File: config.mk
export PLATFORM = sky130hd
export DESIGN_NAME = pw_watchdog
export DESIGN_NICKNAME = d
export VERILOG_FILES = /design/src/rtl/wdg_pkg.sv /design/src/rtl/wdg_ctrl.sv /design/src/rtl/wdg_datapath.sv /design/src/rtl/pw_watchdog.sv
export SDC_FILE = /design/constraint.sdc
export NUM_CORES = 1
export LEC_CHECK = 0
export BUFFER_PORTS_ARGS = -buffer_cell sky130_fd_sc_hd__buf_2
export CAP_MARGIN = 20
export CORE_ASPECT_RATIO = 1.4
export CORE_MARGIN = 2
export CORE_UTILIZATION = 43
export CTS_CLUSTER_DIAMETER = 50
export DETAILED_ROUTE_END_ITERATION = 8
export GPL_TIMING_DRIVEN = 0
export PLACE_DENSITY = 0.66
export RECOVER_POWER = 100
export SYNTH_ARGS = -nofsm -noshare
export SYNTH_HDL_FRONTEND = slang
export SYNTH_HIERARCHICAL = 1
export SYNTH_SLANG_ARGS = --single-unit
File: constraint.sdc
create_clock -name clk -period 7.5 [get_ports clk]
set_clock_uncertainty 0.15 [all_clocks]
set_input_delay 0.375 -clock clk [delete_from_list [all_inputs] [get_ports clk]]
set_output_delay 0.375 -clock clk [all_outputs]
set_load 0.01 [all_outputs]
File: src/rtl/wdg_pkg.sv
package wdg_pkg;

  localparam int CNT_W = 16;
  localparam int DATA_W = 32;
  localparam logic [7:0] KEY_OPEN = 8'hBE;
  localparam logic [7:0] KEY_COMMIT = 8'hDC;

  // bit positions the register layout depends on
  localparam int EN_BIT = 31;
  localparam int WSEL_LO = 26;
  localparam int DSEL_LO = 24;
  localparam int KEY_LO = 16;

  typedef enum logic {
    LK_CLOSED = 1'b0,
    LK_OPEN   = 1'b1
  } lockSt_t;

  typedef struct packed {
    logic             load;
    logic             startEn;
    logic [CNT_W-1:0] reload;
    logic [1:0]       divSel;
    logic [1:0]       warnSel;
  } ctlStrb_t;

  function automatic int maxField(logic [19:0] tbl);
    int m;
    m = 1;
    for (int i = 0; i < 4; i++) begin
      if (int'(tbl[i*5 +: 5]) > m) m = int'(tbl[i*5 +: 5]);
    end
    return m;
  endfunction

endpackage

File: src/rtl/wdg_ctrl.sv
module wdg_ctrl
  import wdg_pkg::*;
#(
  parameter int ADDR_W = 4,
  parameter int CTRL_OFS = 0,
  parameter int STAT_OFS = 8,
  parameter int CAUSE_OFS = 12
) (
  input  logic              clk,
  input  logic              rstN,
  input  logic              wrEn,
  input  logic              rdEn,
  input  logic [ADDR_W-1:0] addr,
  input  logic [DATA_W-1:0] wrData,
  input  logic [CNT_W-1:0]  cnt,
  input  logic              cause,
  output ctlStrb_t          strb,
  output logic              runFlag,
  output logic [DATA_W-1:0] rdData
);

  localparam logic [ADDR_W-1:0] A_CTRL = ADDR_W'(CTRL_OFS);
  localparam logic [ADDR_W-1:0] A_STAT = ADDR_W'(STAT_OFS);
  localparam logic [ADDR_W-1:0] A_CAUSE = ADDR_W'(CAUSE_OFS);

  lockSt_t lockSt;
  logic cfgEn;
  logic [1:0] cfgWarn;
  logic [1:0] cfgDiv;
  logic [CNT_W-1:0] cfgReload;

  logic isCtrl;
  logic [7:0] keyByte;
  logic openHit;
  logic commitHit;
  logic [DATA_W-1:0] rdMux;

  always_comb begin
    isCtrl = (addr == A_CTRL);
    keyByte = wrData[KEY_LO +: 8];
    openHit = wrEn && isCtrl && (keyByte == KEY_OPEN);
    commitHit = wrEn && isCtrl && (keyByte == KEY_COMMIT) && (lockSt == LK_OPEN);
  end

  // lock: only writes move it; a read leaves it alone
  always_ff @(posedge clk or negedge rstN) begin
    if (!rstN) begin
      lockSt <= LK_CLOSED;
    end else if (wrEn) begin
      lockSt <= openHit ? LK_OPEN : LK_CLOSED;
    end
  end

  always_ff @(posedge clk or negedge rstN) begin
    if (!rstN) begin
      cfgEn <= 1'b0;
      cfgWarn <= '0;
      cfgDiv <= '0;
      cfgReload <= '0;
    end else if (commitHit) begin
      cfgEn <= wrData[EN_BIT];
      cfgWarn <= wrData[WSEL_LO +: 2];
      cfgDiv <= wrData[DSEL_LO +: 2];
      cfgReload <= wrData[CNT_W-1:0];
    end
  end

  always_comb begin
    strb.load = commitHit;
    strb.startEn = wrData[EN_BIT];
    strb.reload = wrData[CNT_W-1:0];
    strb.divSel = cfgDiv;
    strb.warnSel = cfgWarn;
    runFlag = cfgEn;
  end

  always_comb begin
    rdMux = '0;
    if (addr == A_CTRL) begin
      rdMux[EN_BIT] = cfgEn;
      rdMux[WSEL_LO +: 2] = cfgWarn;
      rdMux[DSEL_LO +: 2] = cfgDiv;
      rdMux[CNT_W-1:0] = cfgReload;
    end else if (addr == A_STAT) begin
      rdMux[EN_BIT] = cfgEn;
      rdMux[CNT_W-1:0] = cnt;
    end else if (addr == A_CAUSE) begin
      rdMux[EN_BIT] = cause;
    end
  end

  always_ff @(posedge clk or negedge rstN) begin
    if (!rstN) begin
      rdData <= '0;
    end else begin
      rdData <= rdEn ? rdMux : '0;
    end
  end

  p_open_keeps_cfg_r2: assert property (@(posedge clk) disable iff (!rstN)
    (wrEn && isCtrl && keyByte == KEY_OPEN)
      |=> ($stable({cfgEn, cfgWarn, cfgDiv, cfgReload}) && lockSt == LK_OPEN));

  p_reject_keeps_cfg_r4: assert property (@(posedge clk) disable iff (!rstN)
    (wrEn && !(isCtrl && keyByte == KEY_COMMIT && lockSt == LK_OPEN))
      |=> $stable({cfgEn, cfgWarn, cfgDiv, cfgReload}));

  p_unmapped_zero_r12: assert property (@(posedge clk) disable iff (!rstN)
    (rdEn && addr != A_CTRL && addr != A_STAT && addr != A_CAUSE) |=> (rdData == '0));

endmodule

File: src/rtl/wdg_datapath.sv
module wdg_datapath
  import wdg_pkg::*;
#(
  parameter logic [19:0] DIV_LOG2 = {5'd18, 5'd12, 5'd6, 5'd0}
) (
  input  logic             clk,
  input  logic             rstN,
  input  logic             porN,
  input  ctlStrb_t         strb,
  output logic [CNT_W-1:0] cnt,
  output logic             active,
  output logic             cause,
  output logic             warnOut,
  output logic             rstReq
);

  localparam int PS_W = maxField(DIV_LOG2);

  logic [PS_W-1:0] maskTbl [4];
  logic [CNT_W-1:0] thrTbl [4];
  logic [PS_W-1:0] presc;
  logic tick;
  logic fired;
  logic fireNow;

  for (genvar g = 0; g < 4; g++) begin : g_sel
    localparam int LG = int'(DIV_LOG2[g*5 +: 5]);
    assign maskTbl[g] = PS_W'((64'd1 << LG) - 64'd1);
    assign thrTbl[g] = CNT_W'(64'd1 << (CNT_W - 1 - g));
  end

  always_comb begin
    tick = active && !strb.load && (presc == maskTbl[strb.divSel]);
    fireNow = tick && !fired && (cnt <= CNT_W'(1));
    warnOut = active && (cnt <= thrTbl[strb.warnSel]);
  end

  always_ff @(posedge clk or negedge rstN) begin
    if (!rstN) begin
      presc <= '0;
    end else if (strb.load) begin
      presc <= '0;
    end else if (active) begin
      presc <= (presc == maskTbl[strb.divSel]) ? '0 : presc + 1'b1;
    end
  end

  always_ff @(posedge clk or negedge rstN) begin
    if (!rstN) begin
      cnt <= '0;
      active <= 1'b0;
      fired <= 1'b0;
      rstReq <= 1'b0;
    end else begin
      rstReq <= fireNow;
      if (strb.load) begin
        active <= strb.startEn;
        fired <= 1'b0;
        if (strb.startEn) cnt <= strb.reload;
      end else begin
        if (fireNow) fired <= 1'b1;
        if (tick && cnt != '0) cnt <= cnt - 1'b1;
      end
    end
  end

  // expiry flag lives on the power-on reset only
  always_ff @(posedge clk or negedge porN) begin
    if (!porN) begin
      cause <= 1'b0;
    end else if (fireNow) begin
      cause <= 1'b1;
    end
  end

  p_pulse_single_r8: assert property (@(posedge clk) disable iff (!rstN)
    rstReq |=> !rstReq);

  p_count_no_rise_r5: assert property (@(posedge clk) disable iff (!rstN)
    !strb.load |=> (cnt <= $past(cnt)));

  p_halt_frozen_r11: assert property (@(posedge clk) disable iff (!rstN)
    (!active && !strb.load) |=> $stable(cnt));

  p_cause_sticky_r9: assert property (@(posedge clk) disable iff (!porN)
    cause |=> cause);

endmodule

File: src/rtl/pw_watchdog.sv
module pw_watchdog
  import wdg_pkg::*;
#(
  parameter int ADDR_W = 4,
  parameter int CTRL_OFS = 0,
  parameter int STAT_OFS = 8,
  parameter int CAUSE_OFS = 12,
  parameter logic [19:0] DIV_LOG2 = {5'd18, 5'd12, 5'd6, 5'd0}
) (
  input  logic              clk,
  input  logic              porN,
  input  logic              sysRstN,
  input  logic              wrEn,
  input  logic              rdEn,
  input  logic [ADDR_W-1:0] addr,
  input  logic [31:0]       wrData,
  output logic [31:0]       rdData,
  output logic              warnOut,
  output logic              rstReq
);

  logic coreRstN;
  ctlStrb_t strb;
  logic [CNT_W-1:0] cnt;
  logic active;
  logic cause;
  logic runFlag;

  assign coreRstN = porN & sysRstN;

  wdg_ctrl #(
    .ADDR_W(ADDR_W),
    .CTRL_OFS(CTRL_OFS),
    .STAT_OFS(STAT_OFS),
    .CAUSE_OFS(CAUSE_OFS)
  ) i_ctrl (
    .clk(clk),
    .rstN(coreRstN),
    .wrEn(wrEn),
    .rdEn(rdEn),
    .addr(addr),
    .wrData(wrData),
    .cnt(cnt),
    .cause(cause),
    .strb(strb),
    .runFlag(runFlag),
    .rdData(rdData)
  );

  wdg_datapath #(
    .DIV_LOG2(DIV_LOG2)
  ) i_dp (
    .clk(clk),
    .rstN(coreRstN),
    .porN(porN),
    .strb(strb),
    .cnt(cnt),
    .active(active),
    .cause(cause),
    .warnOut(warnOut),
    .rstReq(rstReq)
  );

  p_run_agree_r11: assert property (@(posedge clk) disable iff (!coreRstN)
    runFlag == active);

  p_warn_needs_run_r7: assert property (@(posedge clk) disable iff (!coreRstN)
    warnOut |-> runFlag);

endmodule

==> flow_summary.yaml <==
status:
  status: "finished clean"
layout:
  layout-drive-gt1-share: 0.2171
  stdcell_count: 660
  area_growth_pct: 17.34
  nets: 569
  fin_util: 0.5158
  final_common_cell: "dfrtp_1"
  final_cell_mix: "dfrtp_1 (81), clkbuf_1 (41), buf_2 (38), nand2_1 (37), buf_4 (30)"
  antenna_cells: 0
  nFillCells: 951
sta:
  tns_ns: 0
  max_freq_ghz: 0.2948
  worstMarginPinSlew_ns: 1.150
  setup_ws_ns: 4.107
  post-route-period-util: 0.4524
  max_slew_margin: 0.2328
  finalMaxSlewViolations: 0
  finalHoldViolations: 0
  finalSetupViolCount: 0
  rsz0062_at_grt: "false"
  fin_crit_ns: 3.393
synth:
  syn_area_per_cell_um2: 10.00
  synth_async_sr_flop_share: 1.000
  yosysSeqAreaShare: 0.4658
  synth_top_area_share: 0.4658
  synthFlopType: "dfrtp_1"
  ys_ff_latch: 81
  synth_edf_count: 0
  synth_warnings: 6
  synth.distinct_cells: 57
  syn_inst: 435
  yosys-top-cells-area: "dfrtp_1 (47%), mux2_2 (5.4%), buf_4 (5.3%)"
  syn_area_mm2: 0.004352
  yosys.area.top_type: "dfrtp_1"
detailed_routing:
  drc: 0
  first_iter_violations: 126
  drt-total-wl_um: 10620
  vias: 3637
  wl_per_cell_um: 16.08
  postRouteAntennaNets: 0
  drtPass1Iterations: 4
  vias_per_cell: 5.511
global_routing:
  grt_first_pass_wirelength_um: 17430
  overflow: 0
  grt_pass1_vias: 3681
  grt_max_degree: 67
  track_usage: 0.2076
  antenna_found_initial: 0
floorplanning:
  start_util: 0.4396
  fp.coreArea_mm2: 0.009899
  fp.dieW_um: 89.02
  die-area_mm2: 0.01095
  io_pins: 75
  rows: 43
  dieHeight_um: 123.0
power:
  pwr-share-seq: 0.494
  total_power_w: 0.0008864
  switchingPower_w: 0.0001872
  p_comb_frac: 0.047
  p_per_area_mw_per_mm2: 173.6
  p_leak_nw: 2.424
  power_switching_share: 0.2112
  clkPwrFrac: 0.459
  internal-power_w: 0.0006992
  ir_drop_mv: 0.09920
placement:
  post-place-ws_ns: 4.056
  numPortBuffers: 60
  routabilityCongestion: 0.9314
  place_hpwl_um: 7733
  placed_cells: 642
clock_network:
  clk_latency_ns: 0.34
  cts_root_buf: "clkbuf_16"
  cts_setup_buffers: 0
  clk_pin_slew_worst_paths_ns: 0.06
  clockBufferDepth: 2
  htreeDepth: 3
  cts_resized: 0
  cts_tree: "built"
  clock_sinks: 81
  cts_inserted_buffers: 9
  cts_hold_buf: 2
critical_path:
  worstPathRequired_ns: 7.60
  crit_type: "in -> reg"
  path_max_fanout: 10
  startpoint_type: "input pin"
  end_kind: "register"
  crit_arrival_ns: 3.50
run:
  drv_cap: 0
min_path:
  hp-class: "in -> reg"
layer usage:
layer  vias to the layer above  wire (um)  GRT usage
met2                        88       5803     0.3689
met5                         -          0          0
met1                      1778       4175     0.2281
met4                         0        328     0.1129
met3                        30        308    0.04005
li1                       1741          -          -
synth_stat cells (2+ instances only):
master    number
ha_1           8
clkbuf_1       7
o22ai_1        5
nand2_1       37
o21a_1         3
or3_1          6
o311ai_1       3
a31oi_1        4
nor2_1        28
or4_4          2
buf_2          3
or2_2          4
nor3_1        17
nand2b_1       8
a211oi_2       3
a21o_1         4
buf_6          2
inv_1         12
nand3_1       14
o32ai_1        4
nand3b_1       2
o21ai_0       16
and2_1         3
nand4_1        5
o21ai_1        5
and3_1         6
nor2b_1        3
xnor2_1        2
nor3b_1        3
and4_1         6
a21oi_1       21
mux2_2        21
dfrtp_1       81
buf_4         31
or4_1          6
nor4_1        13
a22o_1        17
power groups by stage:
stage	Clock (W)	Sequential [W]	Combinational, W
2_1_floorplan	0	0.000446	0.0000227
3_3_place_gp	0	0.000446	0.0000393
3_5_place_dp	0	0.000446	0.0000421
4_1_cts	0.000420	0.000438	0.0000431
5_1_grt	0.000437	0.000437	0.0000465
6_report	0.000407	0.000438	0.0000414
cell type report:
type                       instances  area [um2]  area share
tap                              135       168.9     0.03308
buffer                            45       284.0     0.05562
inverter                          12       45.04    0.008821
clock buffer                      14       264.0     0.05170
multi-input combinational        307        1983      0.3884
clock inverter                     2       12.51    0.002450
timing repair buffer              64       321.6     0.06297
sequential                        81        2027      0.3970
state kept, by name (all words and copies together), names as in the netlist:
register / count
i_dp/cnt: 16
i_ctrl/cfgWarn: 2
i_dp/presc: 18
i_ctrl/runFlag: 1
i_ctrl/lockSt: 1
i_ctrl/cfgDiv: 2
i_dp/rstReq: 1
i_ctrl/cfgReload: 16
i_dp/active: 1
i_ctrl/rdData: 21
i_dp/cause: 1
i_dp/fired: 1
per-stage QoR:
step	hold WS [ns]	area (um2)
final	0.09495	5106
after global routing	0.1050	5106
after CTS	0.08235	5190
after detailed placement	0.01027	4893
after global placement	0.008159	4858
after floorplan	-0.07059	4389
cell families (layout without fill, tap and decap cells):
kind of cell / count (synthesis) / in the layout / synth area share
AO/OA/AOI/OAI: 92 / 92 / 0.1438
XOR/XNOR: 2 / 2 / 0.004026
adder cells (fa/ha/maj): 8 / 8 / 0.02300
buffers and inverters: 57 / 137 / 0.08050
flip-flops: 81 / 81 / 0.4658
multiplexers: 24 / 24 / 0.06441
other: 1 / 11 / 0.0008617
AND/OR/NAND/NOR: 170 / 170 / 0.2177
worst paths after layout:
path / slack (ns) / cells past startpoint / to / from
worst max-delay path: 4.11 / 11 / i_dp/cnt[3]$_DFFE_PN0P_ / addr[1]
worst min-delay path: 0.09 / 2 / i_ctrl/rdData[31]$_DFF_PN0_ / addr[0]
worst max register to register: 4.21 / 10 / i_dp/cnt[3]$_DFFE_PN0P_ / i_ctrl/lockSt$_DFFE_PN0P_
worst min register to register: 0.32 / 1 / i_dp/cause$_DFFE_PN0P_ / i_dp/cause$_DFFE_PN0P_
max in group asynchronous: 5.50 / 4 / i_dp/cnt[15]$_DFFE_PN0P_ / porN
min in group asynchronous: 0.20 / 2 / i_dp/cause$_DFFE_PN0P_ / porN
worst max-delay path: stages:
cell and delay [ns]:
clkbuf_1 0.11, or4_1 0.58, nor4_1 0.37, buf_4 0.18, clkbuf_1 0.40, nand2_1 0.13, clkbuf_1 0.30, o21ai_0 0.23
clkbuf_1 0.42, o21ai_0 0.22, a22oi_1 0.18
(Power assumes the default switching activity.)
